--- config.mk ---
export PLATFORM = sky130hd
export DESIGN_NAME = tone_synth
export DESIGN_NICKNAME = d
export VERILOG_FILES = /design/src/rtl/tsyn_pkg.sv /design/src/rtl/tsyn_regs.sv /design/src/rtl/tsyn_phase_osc.sv /design/src/rtl/tsyn_ring_sched.sv /design/src/rtl/tone_synth.sv
export SDC_FILE = /design/constraint.sdc
export NUM_CORES = 1
export LEC_CHECK = 0
export ABC_AREA = 1
export BUFFER_PORTS_ARGS = -buffer_cell sky130_fd_sc_hd__buf_2
export CORE_ASPECT_RATIO = 1.4
export CORE_MARGIN = 2
export CORE_UTILIZATION = 50
export DETAILED_ROUTE_END_ITERATION = 12
export PLACE_DENSITY = 0.74
export SLEW_MARGIN = 20
export SYNTH_ARGS = -nofsm -noshare
export SYNTH_HDL_FRONTEND = slang
export SYNTH_SLANG_ARGS = --single-unit
export TNS_END_PERCENT = 1
--- constraint.sdc ---
create_clock -name clk -period 5.7 [get_ports clk]
set_input_delay 0.855 -clock clk [delete_from_list [all_inputs] [get_ports clk]]
set_output_delay 0.855 -clock clk [all_outputs]
set_load 0.005 [all_outputs]
--- src/rtl/tsyn_pkg.sv ---
package tsyn_pkg;

  // Control word layout, most significant field first (bits 7..3).
  typedef struct packed {
    logic hi_en;
    logic lo_en;
    logic gen_en;
    logic ring_mode;
    logic ring_slow;
  } ctrl_t;

  localparam int CTRL_W = $bits(ctrl_t);

  // Magnitude of one quarter-wave entry, rounded to nearest.
  // Entries sit at half-step offsets so the wave has no zero sample.
  function automatic int quarter_mag(input int idx, input int steps, input int amp);
    real ang;
    ang = 3.14159265358979 / 2.0 * (real'(idx) + 0.5) / real'(steps);
    return $rtoi(real'(amp) * $sin(ang) + 0.5);
  endfunction

endpackage

--- src/rtl/tsyn_regs.sv ---
module tsyn_regs
  import tsyn_pkg::*;
#(
  parameter int ADDR_W = 6,
  parameter int DATA_W = 8,
  parameter logic [ADDR_W-1:0] CTRL_ADDR = 6'h18,
  parameter logic [ADDR_W-1:0] HI_ADDR   = 6'h1A,
  parameter logic [ADDR_W-1:0] LO_ADDR   = 6'h1B
) (
  input  logic              clk,
  input  logic              rst_n,
  input  logic              wr_en,
  input  logic [ADDR_W-1:0] wr_addr,
  input  logic [DATA_W-1:0] wr_data,
  output ctrl_t             ctrl,
  output logic [DATA_W-1:0] coef_hi,
  output logic [DATA_W-1:0] coef_lo
);

  logic unused_low_bits;
  assign unused_low_bits = ^wr_data[DATA_W-CTRL_W-1:0];

  always_ff @(posedge clk or negedge rst_n) begin
    if (!rst_n) begin
      ctrl    <= '0;
      coef_hi <= '0;
      coef_lo <= '0;
    end else if (wr_en) begin
      if (wr_addr == CTRL_ADDR) ctrl    <= ctrl_t'(wr_data[DATA_W-1 -: CTRL_W]);
      if (wr_addr == HI_ADDR)   coef_hi <= wr_data;
      if (wr_addr == LO_ADDR)   coef_lo <= wr_data;
    end
  end

endmodule

--- src/rtl/tsyn_phase_osc.sv ---
module tsyn_phase_osc
  import tsyn_pkg::*;
#(
  parameter int COEF_W  = 8,
  parameter int PHASE_W = 10,
  parameter int LUT_AW  = 8,
  parameter int AMP_W   = 16
) (
  input  logic               clk,
  input  logic               rst_n,
  input  logic               run,
  input  logic               tick,
  input  logic [COEF_W-1:0]  coef,
  output logic [PHASE_W-1:0] phase,
  output logic [AMP_W-2:0]   mag,
  output logic               neg
);

  localparam int QW      = LUT_AW - 2;
  localparam int QN      = 1 << QW;
  localparam int MAG_W   = AMP_W - 1;
  localparam int AMP_MAX = (1 << MAG_W) - 1;

  logic [MAG_W-1:0] qtab [QN];

  for (genvar i = 0; i < QN; i++) begin : g_qtab
    localparam int ENTRY = quarter_mag(i, QN, AMP_MAX);
    assign qtab[i] = MAG_W'(ENTRY);
  end

  logic [PHASE_W-1:0] phase_q;

  always_ff @(posedge clk or negedge rst_n) begin
    if (!rst_n)     phase_q <= '0;
    else if (!run)  phase_q <= '0;
    else if (tick)  phase_q <= phase_q + PHASE_W'(coef);
  end

  logic [LUT_AW-1:0] top_bits;
  logic [QW-1:0]     k;
  logic [QW-1:0]     idx;

  assign top_bits = phase_q[PHASE_W-1 -: LUT_AW];
  assign k        = top_bits[QW-1:0];
  assign idx      = top_bits[QW] ? ~k : k;   // mirror in odd quadrants
  assign mag      = qtab[idx];
  assign neg      = top_bits[LUT_AW-1];      // lower half-wave is negative
  assign phase    = phase_q;

endmodule

--- src/rtl/tsyn_ring_sched.sv ---
module tsyn_ring_sched #(
  parameter int FAST_TICKS = 200,
  parameter int SLOW_TICKS = 400
) (
  input  logic clk,
  input  logic rst_n,
  input  logic active,
  input  logic slow,
  input  logic tick,
  output logic sel_lo,
  output logic wrap
);

  localparam int MAX_T = (FAST_TICKS > SLOW_TICKS) ? FAST_TICKS : SLOW_TICKS;
  localparam int CNT_W = $clog2(MAX_T + 1);

  logic [CNT_W-1:0] cnt_q;
  logic [CNT_W-1:0] last_cnt;
  logic             sel_q;

  assign last_cnt = slow ? CNT_W'(SLOW_TICKS - 1) : CNT_W'(FAST_TICKS - 1);
  assign wrap     = active & tick & (cnt_q >= last_cnt);

  always_ff @(posedge clk or negedge rst_n) begin
    if (!rst_n) begin
      cnt_q <= '0;
      sel_q <= 1'b0;
    end else if (!active) begin
      cnt_q <= '0;
      sel_q <= 1'b0;
    end else if (tick) begin
      if (wrap) begin
        cnt_q <= '0;
        sel_q <= ~sel_q;
      end else begin
        cnt_q <= cnt_q + 1'b1;
      end
    end
  end

  assign sel_lo = sel_q;

endmodule

--- src/rtl/tone_synth.sv ---
module tone_synth
  import tsyn_pkg::*;
#(
  parameter int ADDR_W     = 6,
  parameter int COEF_W     = 8,
  parameter int PHASE_W    = 10,
  parameter int LUT_AW     = 8,
  parameter int PCM_W      = 16,
  parameter int FAST_TICKS = 200,
  parameter int SLOW_TICKS = 400,
  parameter logic [ADDR_W-1:0] CTRL_ADDR = 6'h18,
  parameter logic [ADDR_W-1:0] HI_ADDR   = 6'h1A,
  parameter logic [ADDR_W-1:0] LO_ADDR   = 6'h1B
) (
  input  logic                    clk,
  input  logic                    rst_n,
  input  logic                    wr_en,
  input  logic [ADDR_W-1:0]       wr_addr,
  input  logic [COEF_W-1:0]       wr_data,
  input  logic                    sample_tick,
  output logic signed [PCM_W-1:0] pcm_out,
  output logic                    pcm_valid
);

  // Halve a magnitude, apply its sign, and gate it by the audible flag.
  function automatic logic signed [PCM_W-1:0] half_contrib(
    input logic [PCM_W-2:0] m, input logic n, input logic on);
    logic signed [PCM_W-1:0] h;
    h = signed'({2'b00, m[PCM_W-2:1]});
    if (!on)   return '0;
    else if (n) return -h;
    else        return h;
  endfunction

  ctrl_t             ctrl;
  logic [COEF_W-1:0] coef_hi;
  logic [COEF_W-1:0] coef_lo;

  tsyn_regs #(
    .ADDR_W(ADDR_W), .DATA_W(COEF_W),
    .CTRL_ADDR(CTRL_ADDR), .HI_ADDR(HI_ADDR), .LO_ADDR(LO_ADDR)
  ) u_regs (
    .clk(clk), .rst_n(rst_n), .wr_en(wr_en), .wr_addr(wr_addr), .wr_data(wr_data),
    .ctrl(ctrl), .coef_hi(coef_hi), .coef_lo(coef_lo)
  );

  // Named internal events, also observed by the checker.
  logic hi_on, lo_on, ring_act, ring_sel, ring_wrap, hi_aud, lo_aud;

  assign hi_on    = ctrl.gen_en & ctrl.hi_en;
  assign lo_on    = ctrl.gen_en & ctrl.lo_en;
  assign ring_act = ctrl.gen_en & ctrl.ring_mode;

  logic [PHASE_W-1:0] phase_v [2];
  logic [PCM_W-2:0]   mag_v   [2];
  logic               neg_v   [2];
  logic               run_v   [2];
  logic [COEF_W-1:0]  coef_v  [2];

  assign run_v[0]  = hi_on;
  assign run_v[1]  = lo_on;
  assign coef_v[0] = coef_hi;
  assign coef_v[1] = coef_lo;

  for (genvar g = 0; g < 2; g++) begin : g_osc
    tsyn_phase_osc #(
      .COEF_W(COEF_W), .PHASE_W(PHASE_W), .LUT_AW(LUT_AW), .AMP_W(PCM_W)
    ) u_osc (
      .clk(clk), .rst_n(rst_n), .run(run_v[g]), .tick(sample_tick), .coef(coef_v[g]),
      .phase(phase_v[g]), .mag(mag_v[g]), .neg(neg_v[g])
    );
  end

  logic [PHASE_W-1:0] hi_phase, lo_phase;
  assign hi_phase = phase_v[0];
  assign lo_phase = phase_v[1];

  tsyn_ring_sched #(
    .FAST_TICKS(FAST_TICKS), .SLOW_TICKS(SLOW_TICKS)
  ) u_ring (
    .clk(clk), .rst_n(rst_n), .active(ring_act), .slow(ctrl.ring_slow),
    .tick(sample_tick), .sel_lo(ring_sel), .wrap(ring_wrap)
  );

  assign hi_aud = hi_on & (~ring_act | ~ring_sel);
  assign lo_aud = lo_on & (~ring_act |  ring_sel);

  logic signed [PCM_W-1:0] mix;
  assign mix = half_contrib(mag_v[0], neg_v[0], hi_aud)
             + half_contrib(mag_v[1], neg_v[1], lo_aud);

  always_ff @(posedge clk or negedge rst_n) begin
    if (!rst_n) begin
      pcm_out   <= '0;
      pcm_valid <= 1'b0;
    end else begin
      pcm_valid <= sample_tick;
      if (sample_tick) pcm_out <= mix;
    end
  end

endmodule

==> summary.md <==
| Metric | Value |
|---|---|
| Tmin final | 5.03 ns |
| Final Power | 1.23 mW |
| Core ar. | between 10000 and 15000 sq um |
| Hold/Removal Path Class | reg2reg |
| Outcome | completed |
| WL per Instance | about 15 um |
| Filler instances | 1555 |
| Clock Power Share | 0.471 |
| Final nets | 1264 |
| Ranking of synthesized cells by area | dfrtp_1, nand2_1, nand3_1 |
| Root Driver | clkbuf_16 |
| R2R Setup Slk | 0.67 ns |
| Layout Skew | 0.0102 ns |
| Post-Synthesis Cells | 1171 |
| Pint | 0.895 mW |
| Synth top area share | 0.231 |
| Most common cell on crit path | nand2_1 |
| # hold bufs at CTS | 0 |
| Clock transition at the registers of the reported paths | around 0.07 ns |
| Max Root-Sink Buffers | 2 |
| Die Wd | 106 um |
| Post-Syn Area | 7350 sq um |
| Antenna diodes | 0 |
| Element type at the critical path start | register |
| Post-synthesis sequential area ratio | 0.231 |
| Pwr Density | approximately 150 nW/um^2 |
| Fin Setup TNS | 0 ns |
| CTS tree | yes |
| Vias | 7757 |
| Ys flop type | dfrtp_1 |
| Layout area overhead | 7.83% |
| Crit path DAT | 5.26 ns |
| Count leader, synth | nand2_1 |
| Remaining Overflow, GRT | 0 |
| CP peak stage delay | roughly 0.6 ns |
| Max frequency | 0.199 GHz |
| Finished Layout Cells | ~1.4k |
| Antenna-violating nets left | 0 |
| Layout cells sized above 1 | 0.0863 |
| Sink Count | 68 |
| Synth Area per Inst | 6.28 sq um |
| Pre-CTS setup slack | 0.735 ns |
| Largest net degree at the start of global routing | 69 |
| Total CTS buffers | 9 |
| Slew margin rel. | 0.401 |
| Switch share | 0.271 |
| Yosys cell types | 46 |
| Fraction of registers with async set/reset | 1.00 |
| # Post-CTS Setup Buffers | 0 |
| Synth warnings | 0 |
| Post-cts sizing count | 0 |
| Max-cap violations | 0 |
| Final setup fails | 0 |
| Iter 0 DRT Violations | 505 |
| Rows | 52 |
| Syn Nets | roughly 1.2k |
| RSZ-0062 raised after global routing | false |
| FF-to-FF End | pcm_out[13] |
| Yosys reg bits | 68 |
| Number of port buffers | 34 |
| GRT Total Usage | 0.283 |
| CP Class | reg2reg |
| Hold wc startpoint | pcm_out[0] |
| Final Slew Violations | 0 |
| Slowest cell on crit path | dfrtp_1 |
| Crit end category | register |
| WHS Endpoint | pcm_out[0] |
| RePlAce Congestion | around 1.0 |
| Placed Cells | 1366 |
| P_sw | 0.333 mW |
| Die height | 147 um |
| Crit share post-route | 0.883 |
| Worst r2r src | g_osc[1].u_osc.phase[8] |
| Worst slew pin tran | between 0.8 and 0.9 ns |
| Number of synthesized flops with an enable pin | 0 |
| I/O pins | 35 |
| Top cell type by total area after synthesis | dfrtp_1 |
| CP Data Required Time | between 5 and 6 ns |
| VDD IR max | 0.188 mV |
| Reg power frac | 0.427 |
| First-pass GRT wire length | 36200 um |
| P_leak | ~4.0 nW |
| Initial core utilization | 0.509 |
| Number of detailed-route iterations in the first pass | 6 |
| Vias in the first global route | around 7.6k |
| Number of remaining DRC errors | 0 |
| Gate power share | 0.102 |
| Critical Path Fanout Max | 12 |
| Vias per cell | 5.61 |
| Final Routed Wirelength | about 21000 um |
| Later-pin clock latency in the skew report | 0.34 ns |
| Hold path depth | 2 |
| Cell depth of the worst flop-to-flop path | 28 |
| Final worst slack | 0.666 ns |
| Fin. Hold Viols | 0 |
| DP HPWL | 16100 um |
| Commonest cells in the synthesized netlist | nand2_1, nand3_1, inv_1 |
| Die ar. | 15700 sq um |
| Antenna violations before repair | 0 |
| H-tree depth | 3 |
cell type report:
type	instances	area, sq um	share of cell area
Clock inverter	7	80.1	0.0101
Multi-Input combinational cell	939	4960	0.626
Timing Repair Buffer	44	245	0.0309
Sequential cell	68	1700	0.215
Tap cell	189	236	0.0298
Clock buffer	9	225	0.0284
Inverter	126	473	0.0597
power by group through the flow:
| stage | logic [mW] | clock network, mW | registers (mW) |
|---|---|---|---|
| 6_report | 0.125 | 0.578 | 0.524 |
| 4_1_cts | 0.127 | 0.590 | 0.524 |
| 3_3_place_gp | 0.121 | 0 | 0.532 |
| 3_5_place_dp | 0.125 | 0 | 0.532 |
| 5_1_grt | 0.146 | 0.607 | 0.527 |
| 2_1_floorplan | 0.0811 | 0 | 0.528 |
worst max path at each step:
stage                                  from          end  slack (ns)  cells past startpoint
finish              g_osc[1].u_osc.phase[8]  pcm_out[13]        0.67                     28
global route        g_osc[1].u_osc.phase[8]  pcm_out[13]        0.03                     28
CTS                 g_osc[1].u_osc.phase[8]  pcm_out[13]        0.72                     28
detailed placement  g_osc[1].u_osc.phase[8]  pcm_out[13]        0.74                     28
global placement    g_osc[1].u_osc.phase[8]  pcm_out[13]        0.75                     28
floorplan           g_osc[1].u_osc.phase[8]  pcm_out[13]        1.73                     28
logic make-up after synthesis:
family,share of synthesized area
and+or+nand+nor,0.371
DFF,0.231
AOI/OAI and AO/OA,0.159
buffers and inverters,0.0931
adders and majority gates,0.102
xor gates and xnor gates,0.0437
through the flow:
stage | cell area (sq um) | hold WS [ns] | utilization
2_1_floorplan | 7350 | 0.453 | -
3_5_place_dp | 7620 | 0.462 | 0.528
4_1_cts | 7930 | 0.477 | 0.549
6_report | 7930 | 0.474 | 0.549
5_1_grt | 7930 | 0.516 | 0.549
3_3_place_gp | 7620 | 0.449 | 0.528
per-layer routing:
layer,track usage,vias up,part of all wire
met4,0.123,0,0.037
met5,0,-,0
met1,0.328,3523,0.40
li1,-,3902,-
met3,0.0313,62,0.045
met2,0.521,270,0.51
placed cells by master, fill, tap and decap left out, types with 3 or more instances in the layout:
cell / instances
nor3_1: 16
o21bai_1: 4
inv_6: 4
inv_2: 9
o22ai_1: 5
dfrtp_1: 68
o21ai_0: 89
clkbuf_16: 9
a31oi_1: 5
xnor2_1: 10
nor2_1: 103
xnor2_2: 3
inv_1: 112
or2_2: 3
clkinv_1: 5
nand3b_1: 3
a21oi_1: 63
xor2_1: 8
nand2_1: 347
o211ai_1: 13
a22o_1: 6
buf_4: 10
buf_2: 34
nand4_1: 12
nor2_2: 5
nand3_1: 138
o21a_1: 3
fa_1: 3
ha_1: 55
nand2_2: 12
o21ai_1: 14
registers in the layout, summed over array words and instances (netlist names):
name / cells
u_regs.coef_lo: 8
u_ring.sel_lo: 1
u_ring.cnt_q: 9
pcm_valid: 1
u_regs.ctrl: 5
u_regs.coef_hi: 8
pcm_out: 16
g_osc.u_osc.phase: 20
critical path: cells and delay by family (launching register included):
family | cells | cell delay (ns)
DFF | 1 | 0.59
adders and majority gates | 3 | 1.16
and+or+nand+nor | 18 | 1.83
buffers and inverters | 3 | 0.33
AOI/OAI and AO/OA | 4 | 1.00
No activity file was read; power rests on OpenSTA's default activity.
